[src/rtl/qtmr_pkg.sv]
package qtmr_pkg;

    // register window geometry (byte offsets inside one channel window)
    localparam int OFF_W = 6;

    localparam logic [OFF_W-1:0] OFF_STAT   = 6'h00;
    localparam logic [OFF_W-1:0] OFF_MODE   = 6'h04;
    localparam logic [OFF_W-1:0] OFF_LOAD   = 6'h08;
    localparam logic [OFF_W-1:0] OFF_EN     = 6'h10;
    localparam logic [OFF_W-1:0] OFF_RELOAD = 6'h14;
    localparam logic [OFF_W-1:0] OFF_COUNT  = 6'h18;
    localparam logic [OFF_W-1:0] OFF_CLR    = 6'h20;
    localparam logic [OFF_W-1:0] OFF_MASK   = 6'h24;

    typedef enum logic {
        MODE_CONT = 1'b0,
        MODE_ONCE = 1'b1
    } run_mode_e;

endpackage

[src/rtl/qtmr_channel.sv]
module qtmr_channel
    import qtmr_pkg::*;
#(
    parameter int DATA_W     = 32,
    parameter int CLR_CYCLES = 4
) (
    input  logic              clk,
    input  logic              rst_n,
    input  logic              wr_en,
    input  logic [OFF_W-1:0]  wr_off,
    input  logic [DATA_W-1:0] wr_data,
    output logic [DATA_W-1:0] count_o,
    output logic [DATA_W-1:0] load_o,
    output logic              enable_o,
    output run_mode_e         mode_o,
    output logic              mask_o,
    output logic              status_o,
    output logic              busy_o
);

    localparam int BUSY_W = $clog2(CLR_CYCLES + 1);
    localparam logic [BUSY_W-1:0] BUSY_INIT = BUSY_W'(CLR_CYCLES);

    typedef struct packed {
        logic [DATA_W-1:0] count;
        logic [DATA_W-1:0] load;
        logic              enable;
        run_mode_e         mode;
        logic              mask;
        logic              status;
        logic [BUSY_W-1:0] busy_cnt;
    } chan_state_t;

    localparam chan_state_t RST_VAL = '{
        count:    '0,
        load:     '0,
        enable:   1'b0,
        mode:     MODE_CONT,
        mask:     1'b1,
        status:   1'b0,
        busy_cnt: '0
    };

    chan_state_t st_d, st_q;
    logic        expire_d;

    always_comb begin
        st_d     = st_q;
        expire_d = 1'b0;

        // counting: the step from one to zero is the timeout event
        if (st_q.enable && (st_q.count != '0)) begin
            if (st_q.count == DATA_W'(1)) begin
                expire_d   = 1'b1;
                st_d.count = (st_q.mode == MODE_CONT) ? st_q.load : '0;
            end else begin
                st_d.count = st_q.count - DATA_W'(1);
            end
        end

        // clear guard interval
        if (st_q.busy_cnt != '0) begin
            st_d.busy_cnt = st_q.busy_cnt - BUSY_W'(1);
        end

        // bus writes; a reload overrides the decrement above
        if (wr_en) begin
            case (wr_off)
                OFF_MODE:   st_d.mode   = run_mode_e'(wr_data[0]);
                OFF_LOAD:   st_d.load   = wr_data;
                OFF_EN:     st_d.enable = wr_data[0];
                OFF_RELOAD: st_d.count  = st_q.load;
                OFF_CLR: begin
                    if (wr_data[0] && (st_q.busy_cnt == '0)) begin
                        st_d.status   = 1'b0;
                        st_d.busy_cnt = BUSY_INIT;
                    end
                end
                OFF_MASK:   st_d.mask   = wr_data[0];
                default: ;
            endcase
        end

        // a timeout always wins over a clear in the same cycle
        if (expire_d) begin
            st_d.status = 1'b1;
        end
    end

    always_ff @(posedge clk or negedge rst_n) begin
        if (!rst_n) begin
            st_q <= RST_VAL;
        end else begin
            st_q <= st_d;
        end
    end

    assign count_o  = st_q.count;
    assign load_o   = st_q.load;
    assign enable_o = st_q.enable;
    assign mode_o   = st_q.mode;
    assign mask_o   = st_q.mask;
    assign status_o = st_q.status;
    assign busy_o   = (st_q.busy_cnt != '0);

endmodule

[src/rtl/qtmr_rdmux.sv]
module qtmr_rdmux
    import qtmr_pkg::*;
#(
    parameter int NCH    = 4,
    parameter int DATA_W = 32,
    parameter int IDX_W  = 2
) (
    input  logic                       rd_en,
    input  logic [IDX_W-1:0]           rd_idx,
    input  logic [OFF_W-1:0]           rd_off,
    input  logic [NCH-1:0][DATA_W-1:0] count_i,
    input  logic [NCH-1:0][DATA_W-1:0] load_i,
    input  logic [NCH-1:0]             enable_i,
    input  logic [NCH-1:0]             single_i,
    input  logic [NCH-1:0]             mask_i,
    input  logic [NCH-1:0]             status_i,
    input  logic [NCH-1:0]             busy_i,
    output logic [DATA_W-1:0]          rdata_o
);

    always_comb begin
        rdata_o = '0;
        if (rd_en) begin
            case (rd_off)
                OFF_STAT: begin
                    if (rd_idx == '0) begin
                        rdata_o = DATA_W'(status_i);
                    end
                end
                OFF_MODE:  rdata_o[0]   = single_i[rd_idx];
                OFF_LOAD:  rdata_o      = load_i[rd_idx];
                OFF_EN:    rdata_o[0]   = enable_i[rd_idx];
                OFF_COUNT: rdata_o      = count_i[rd_idx];
                OFF_CLR:   rdata_o[1:0] = {busy_i[rd_idx], status_i[rd_idx]};
                OFF_MASK:  rdata_o[0]   = mask_i[rd_idx];
                default: ;
            endcase
        end
    end

endmodule

[src/rtl/quad_apb_downtimer.sv]
module quad_apb_downtimer
    import qtmr_pkg::*;
#(
    parameter int NCH        = 4,
    parameter int DATA_W     = 32,
    parameter int CLR_CYCLES = 4,
    localparam int IDX_W     = (NCH > 1) ? $clog2(NCH) : 1,
    localparam int ADDR_W    = OFF_W + IDX_W
) (
    input  logic              pclk,
    input  logic              presetn,
    input  logic              psel,
    input  logic              penable,
    input  logic              pwrite,
    input  logic [ADDR_W-1:0] paddr,
    input  logic [DATA_W-1:0] pwdata,
    output logic [DATA_W-1:0] prdata,
    output logic [NCH-1:0]    irq
);

    logic                       wr_strobe;
    logic                       rd_en;
    logic [IDX_W-1:0]           win_idx;
    logic [OFF_W-1:0]           win_off;

    logic [NCH-1:0][DATA_W-1:0] ch_count;
    logic [NCH-1:0][DATA_W-1:0] ch_load;
    logic [NCH-1:0]             ch_enable;
    logic [NCH-1:0]             ch_single;
    logic [NCH-1:0]             ch_mask;
    logic [NCH-1:0]             ch_status;
    logic [NCH-1:0]             ch_busy;

    assign wr_strobe = psel && penable && pwrite;
    assign rd_en     = psel && !pwrite;
    assign win_idx   = paddr[ADDR_W-1:OFF_W];
    assign win_off   = paddr[OFF_W-1:0];

    for (genvar g = 0; g < NCH; g++) begin : g_chan
        run_mode_e ch_mode;

        qtmr_channel #(
            .DATA_W     (DATA_W),
            .CLR_CYCLES (CLR_CYCLES)
        ) u_chan (
            .clk      (pclk),
            .rst_n    (presetn),
            .wr_en    (wr_strobe && (win_idx == IDX_W'(g))),
            .wr_off   (win_off),
            .wr_data  (pwdata),
            .count_o  (ch_count[g]),
            .load_o   (ch_load[g]),
            .enable_o (ch_enable[g]),
            .mode_o   (ch_mode),
            .mask_o   (ch_mask[g]),
            .status_o (ch_status[g]),
            .busy_o   (ch_busy[g])
        );

        assign ch_single[g] = (ch_mode == MODE_ONCE);
    end

    qtmr_rdmux #(
        .NCH    (NCH),
        .DATA_W (DATA_W),
        .IDX_W  (IDX_W)
    ) u_rdmux (
        .rd_en    (rd_en),
        .rd_idx   (win_idx),
        .rd_off   (win_off),
        .count_i  (ch_count),
        .load_i   (ch_load),
        .enable_i (ch_enable),
        .single_i (ch_single),
        .mask_i   (ch_mask),
        .status_i (ch_status),
        .busy_i   (ch_busy),
        .rdata_o  (prdata)
    );

    assign irq = ch_status & ~ch_mask;

endmodule

[config.mk]
export PLATFORM = sky130hd
export DESIGN_NAME = quad_apb_downtimer
export DESIGN_NICKNAME = d
export VERILOG_FILES = /design/src/rtl/qtmr_pkg.sv /design/src/rtl/qtmr_channel.sv /design/src/rtl/qtmr_rdmux.sv /design/src/rtl/quad_apb_downtimer.sv
export SDC_FILE = /design/constraint.sdc
export NUM_CORES = 1
export LEC_CHECK = 0
export CORE_ASPECT_RATIO = 0.6
export CORE_MARGIN = 5
export CORE_UTILIZATION = 55
export DETAILED_ROUTE_END_ITERATION = 10
export DONT_BUFFER_PORTS = 1
export PLACE_DENSITY = 0.7
export RECOVER_POWER = 25
export SETUP_SLACK_MARGIN = 0.2
export SLEW_MARGIN = 20
export SYNTH_ARGS = -nofsm -noshare
export SYNTH_HDL_FRONTEND = slang
export SYNTH_SLANG_ARGS = --single-unit
[constraint.sdc]
create_clock -name pclk -period 4.1 [get_ports pclk]
set_clock_uncertainty 0.15 [all_clocks]
set_input_delay 0.205 -clock pclk [delete_from_list [all_inputs] [get_ports pclk]]
set_output_delay 0.205 -clock pclk [all_outputs]
set_load 0.005 [all_outputs]
==> flow_summary.ini <==
[outcome]
status = finished with violations
violations = hold timing

[detailed_routing]
wl_per_cell_um = 30.2
drc = 0
drt-pass1-iter-count = 6
antenna_left = 0
drt-initial-drc-count = 2314
viasPerCell = 7.19
routed_wl_um = 66000
vias = 15700

[run]
cap_violations = 0

[timing]
max_slew_margin_pct = 32.5
post-route-period-util_pct = 84.2
setup-tns-final_ps = 0
timing.hold.ws_ps = -825
setup_viol = 0
tightest_slew_ps = 1010
post-route-min-period_ps = 3450
hold_violations = 284
fmax_ghz = 0.290
maxSlewViolCount = 0
rsz0062_at_grt = no

[placed_design]
dp_hpwl_um = 47300
io_buffers = 0
gp_congestion = 1.02

[synthesis]
yosysTopAreaCell = dfrtp_1
ys_warn_count = 0
synth_edf_count = 0
ys_types = 73
syn_inst = 1742
yosys_most_used_dff = dfrtp_1
synth_area_mm2 = 0.0174
synth_nets = 1803
synth_top_cells_by_area = dfrtp_1 (40%), mux2_2 (9.3%), mux4_2 (8.7%)
synth_seq_cells = 284
async_reset_ff_share_pct = 100
synth_top_area_share_pct = 40.3
postSynthAreaPerCell_um2 = 9.99
synth_seq_area_share_pct = 40.9

[clock_network]
cts_buffers = 28
cts_max_path_buffers = 3
cts.sinks = 284
htreeDepth = 1
cts_setup_buffers = 0
cts_tree = yes
cts-resized-gates = 0
path_clk_slew_ps = 70
cts-hold-fix-buffers = 42
clk-insertion-delay-late_ps = 580
clockRootBuffer = clkbuf_16

[layout]
layout.nets = 1805
multi_input_area_mm2 = 0.00973
drive_gt1_share_pct = 19.4
fill_cells = 2541
utilization_pct = 62.0
register_area_mm2 = 0.00711
area_delta_synth_final_pct = 11.3

[global_routing]
grt_use_total_pct = 36.8
antenna_found_initial = 6
first_global_vias = 14500
grt_max_degree = 285
grt_first_pass_wirelength_um = 98600
grt_overflow = 0

[floorplanning]
core-area_mm2 = 0.0312
die_h_um = 148
die_w_um = 240
rows = 50
start_util_pct = 55.7
dieArea_mm2 = 0.0354
pin_count = 81

[critical_path]
crit_top_cell = o31ai_4
cp_data_required_time_ps = 4390
slowest_stage = o31ai_4
worst_path_largest_cell_delay_ps = 620
rrSetupSlack_ps = 650
crit_type = flop to flop
crit_chain = inv_1 > ha_1 > nor3b_1 > nand4_1 > o31ai_4 > o31ai_4 > buf_4 > a221o_1
crit_family = compound AO/OA/AOI/OAI gates
cp-end-kind = flop
cp.arrival_ps = 3750
crit_path_max_fanout = 19
crit_buf_inv = 2
worstSetupStartpointType = flop

[pwr]
p_leak_uw = 0.00777
power_per_cell_area_mw_per_mm2 = 353
ir_drop_mv = 0.312

[hold_path]
min_path_type = input port to asynchronous set/reset pin
cells in the mapped netlist, drive strengths merged (27+ instances only):
cell type    n
dfrtp      280
nand2      150
mux2       144
nor2       138
o21ai      123
nor3        76
clkbuf      74
nand3       71
mux4        67
a21oi       49
buf         44
nor4        42
inv         37
mux2i       37
or4         31
or3         27
sequential cells by signal (all words and copies together) (netlist names):
signal	flops
g_chan.u_chan.count_o	128
g_chan.u_chan.enable_o	4
g_chan.u_chan.load_o	128
g_chan.u_chan.mask_o	4
g_chan.u_chan.mode_o	4
g_chan.u_chan.st_q	12
g_chan.u_chan.status_o	4
worst reg2reg max path: stages (launching register included):
cell	delay, ps
dfrtp_1	470
inv_1	110
ha_1	190
nor3b_1	520
nand4_1	530
o31ai_4	620
o31ai_4	70
buf_4	270
a221o_1	390
layer usage:
layer  part of all wire, %  global-route usage (%)  up-vias  wire, um
met5                 0.055                       0        -        36
met4                   3.2                    9.12        6      2110
met3                    15                    12.8      141      9830
met2                    39                    48.2     1121     25700
met1                    43                    57.7     7783     28300
li1                      -                       -     6636         -
kinds of logic (layout without fill, tap and decap cells):
kind of cell / count (synthesis) / count (layout) / synth area share (%)
AOI/OAI and AO/OA: 368 / 368 / 14.3
xor gates and xnor gates: 14 / 14 / 0.705
adders and majority gates: 16 / 16 / 1.15
buffers and inverters: 156 / 178 / 3.57
DFF: 284 / 284 / 40.9
muxes: 248 / 248 / 20.1
other: 0 / 1 / 0
and+or+nand+nor: 656 / 656 / 19.3
area by class of cell:
class | instances | area share (%)
Antenna cell | 1 | 0.0129
Clock buffer | 36 | 4.09
Clock inverter | 14 | 1.43
Inverter | 38 | 0.737
Multi-Input combinational cell | 1302 | 50.3
Sequential cell | 284 | 36.7
Tap cell | 416 | 2.69
Timing Repair Buffer | 90 | 4.03
report_power, final:
part	internal, uW	switching (uW)
logic	332	333
registers	2930	172
clock network	1860	1200
total	5130	1700
layout by cell type, fill, tap and decap left out, types with 29 or more instances in the layout:
cell and count:
nand2_1 146, o21ai_0 120, mux2_2 144, clkbuf_16 29
nor3_1 73, nand3_1 71, or4_1 31, mux4_2 67
dlygate4sd3_1 42, nor2_1 137, dfrtp_1 280, inv_1 37
mux2i_1 37, buf_4 48, a21oi_1 49, nor4_1 36
metrics by stage:
step | total power (uW) | setup slack (ps) | instances | cell area (um2) | hold slack [ps]
after floorplan | 3610 | 1170 | 1742 | 17400 | -241
after CTS | 6820 | 713 | 2180 | 19400 | -835
final | 6830 | 650 | 2181 | 19400 | -825
after detailed placement | 3760 | 777 | 2088 | 17900 | -233
after global placement | 3740 | 774 | 2088 | 17900 | -233
after global routing | 7040 | 479 | 2181 | 19400 | -833
path summary, 6_finish.rpt:
path | startpoint | end | depth (start not counted)
max in group asynchronous | presetn | g_chan[1].u_chan.count_o[21] | 0
setup / recovery | g_chan[3].u_chan.count_o[0] | g_chan[3].u_chan.count_o[17] | 8
hold / removal | presetn | g_chan[3].u_chan.st_q[0] | 0
hold reg to reg | g_chan[1].u_chan.st_q[2] | g_chan[1].u_chan.st_q[2] | 1
min in group pclk | paddr[7] | g_chan[3].u_chan.mask_o | 3
setup reg to reg | g_chan[3].u_chan.count_o[0] | g_chan[3].u_chan.count_o[17] | 8
(Power assumes the default switching activity.)
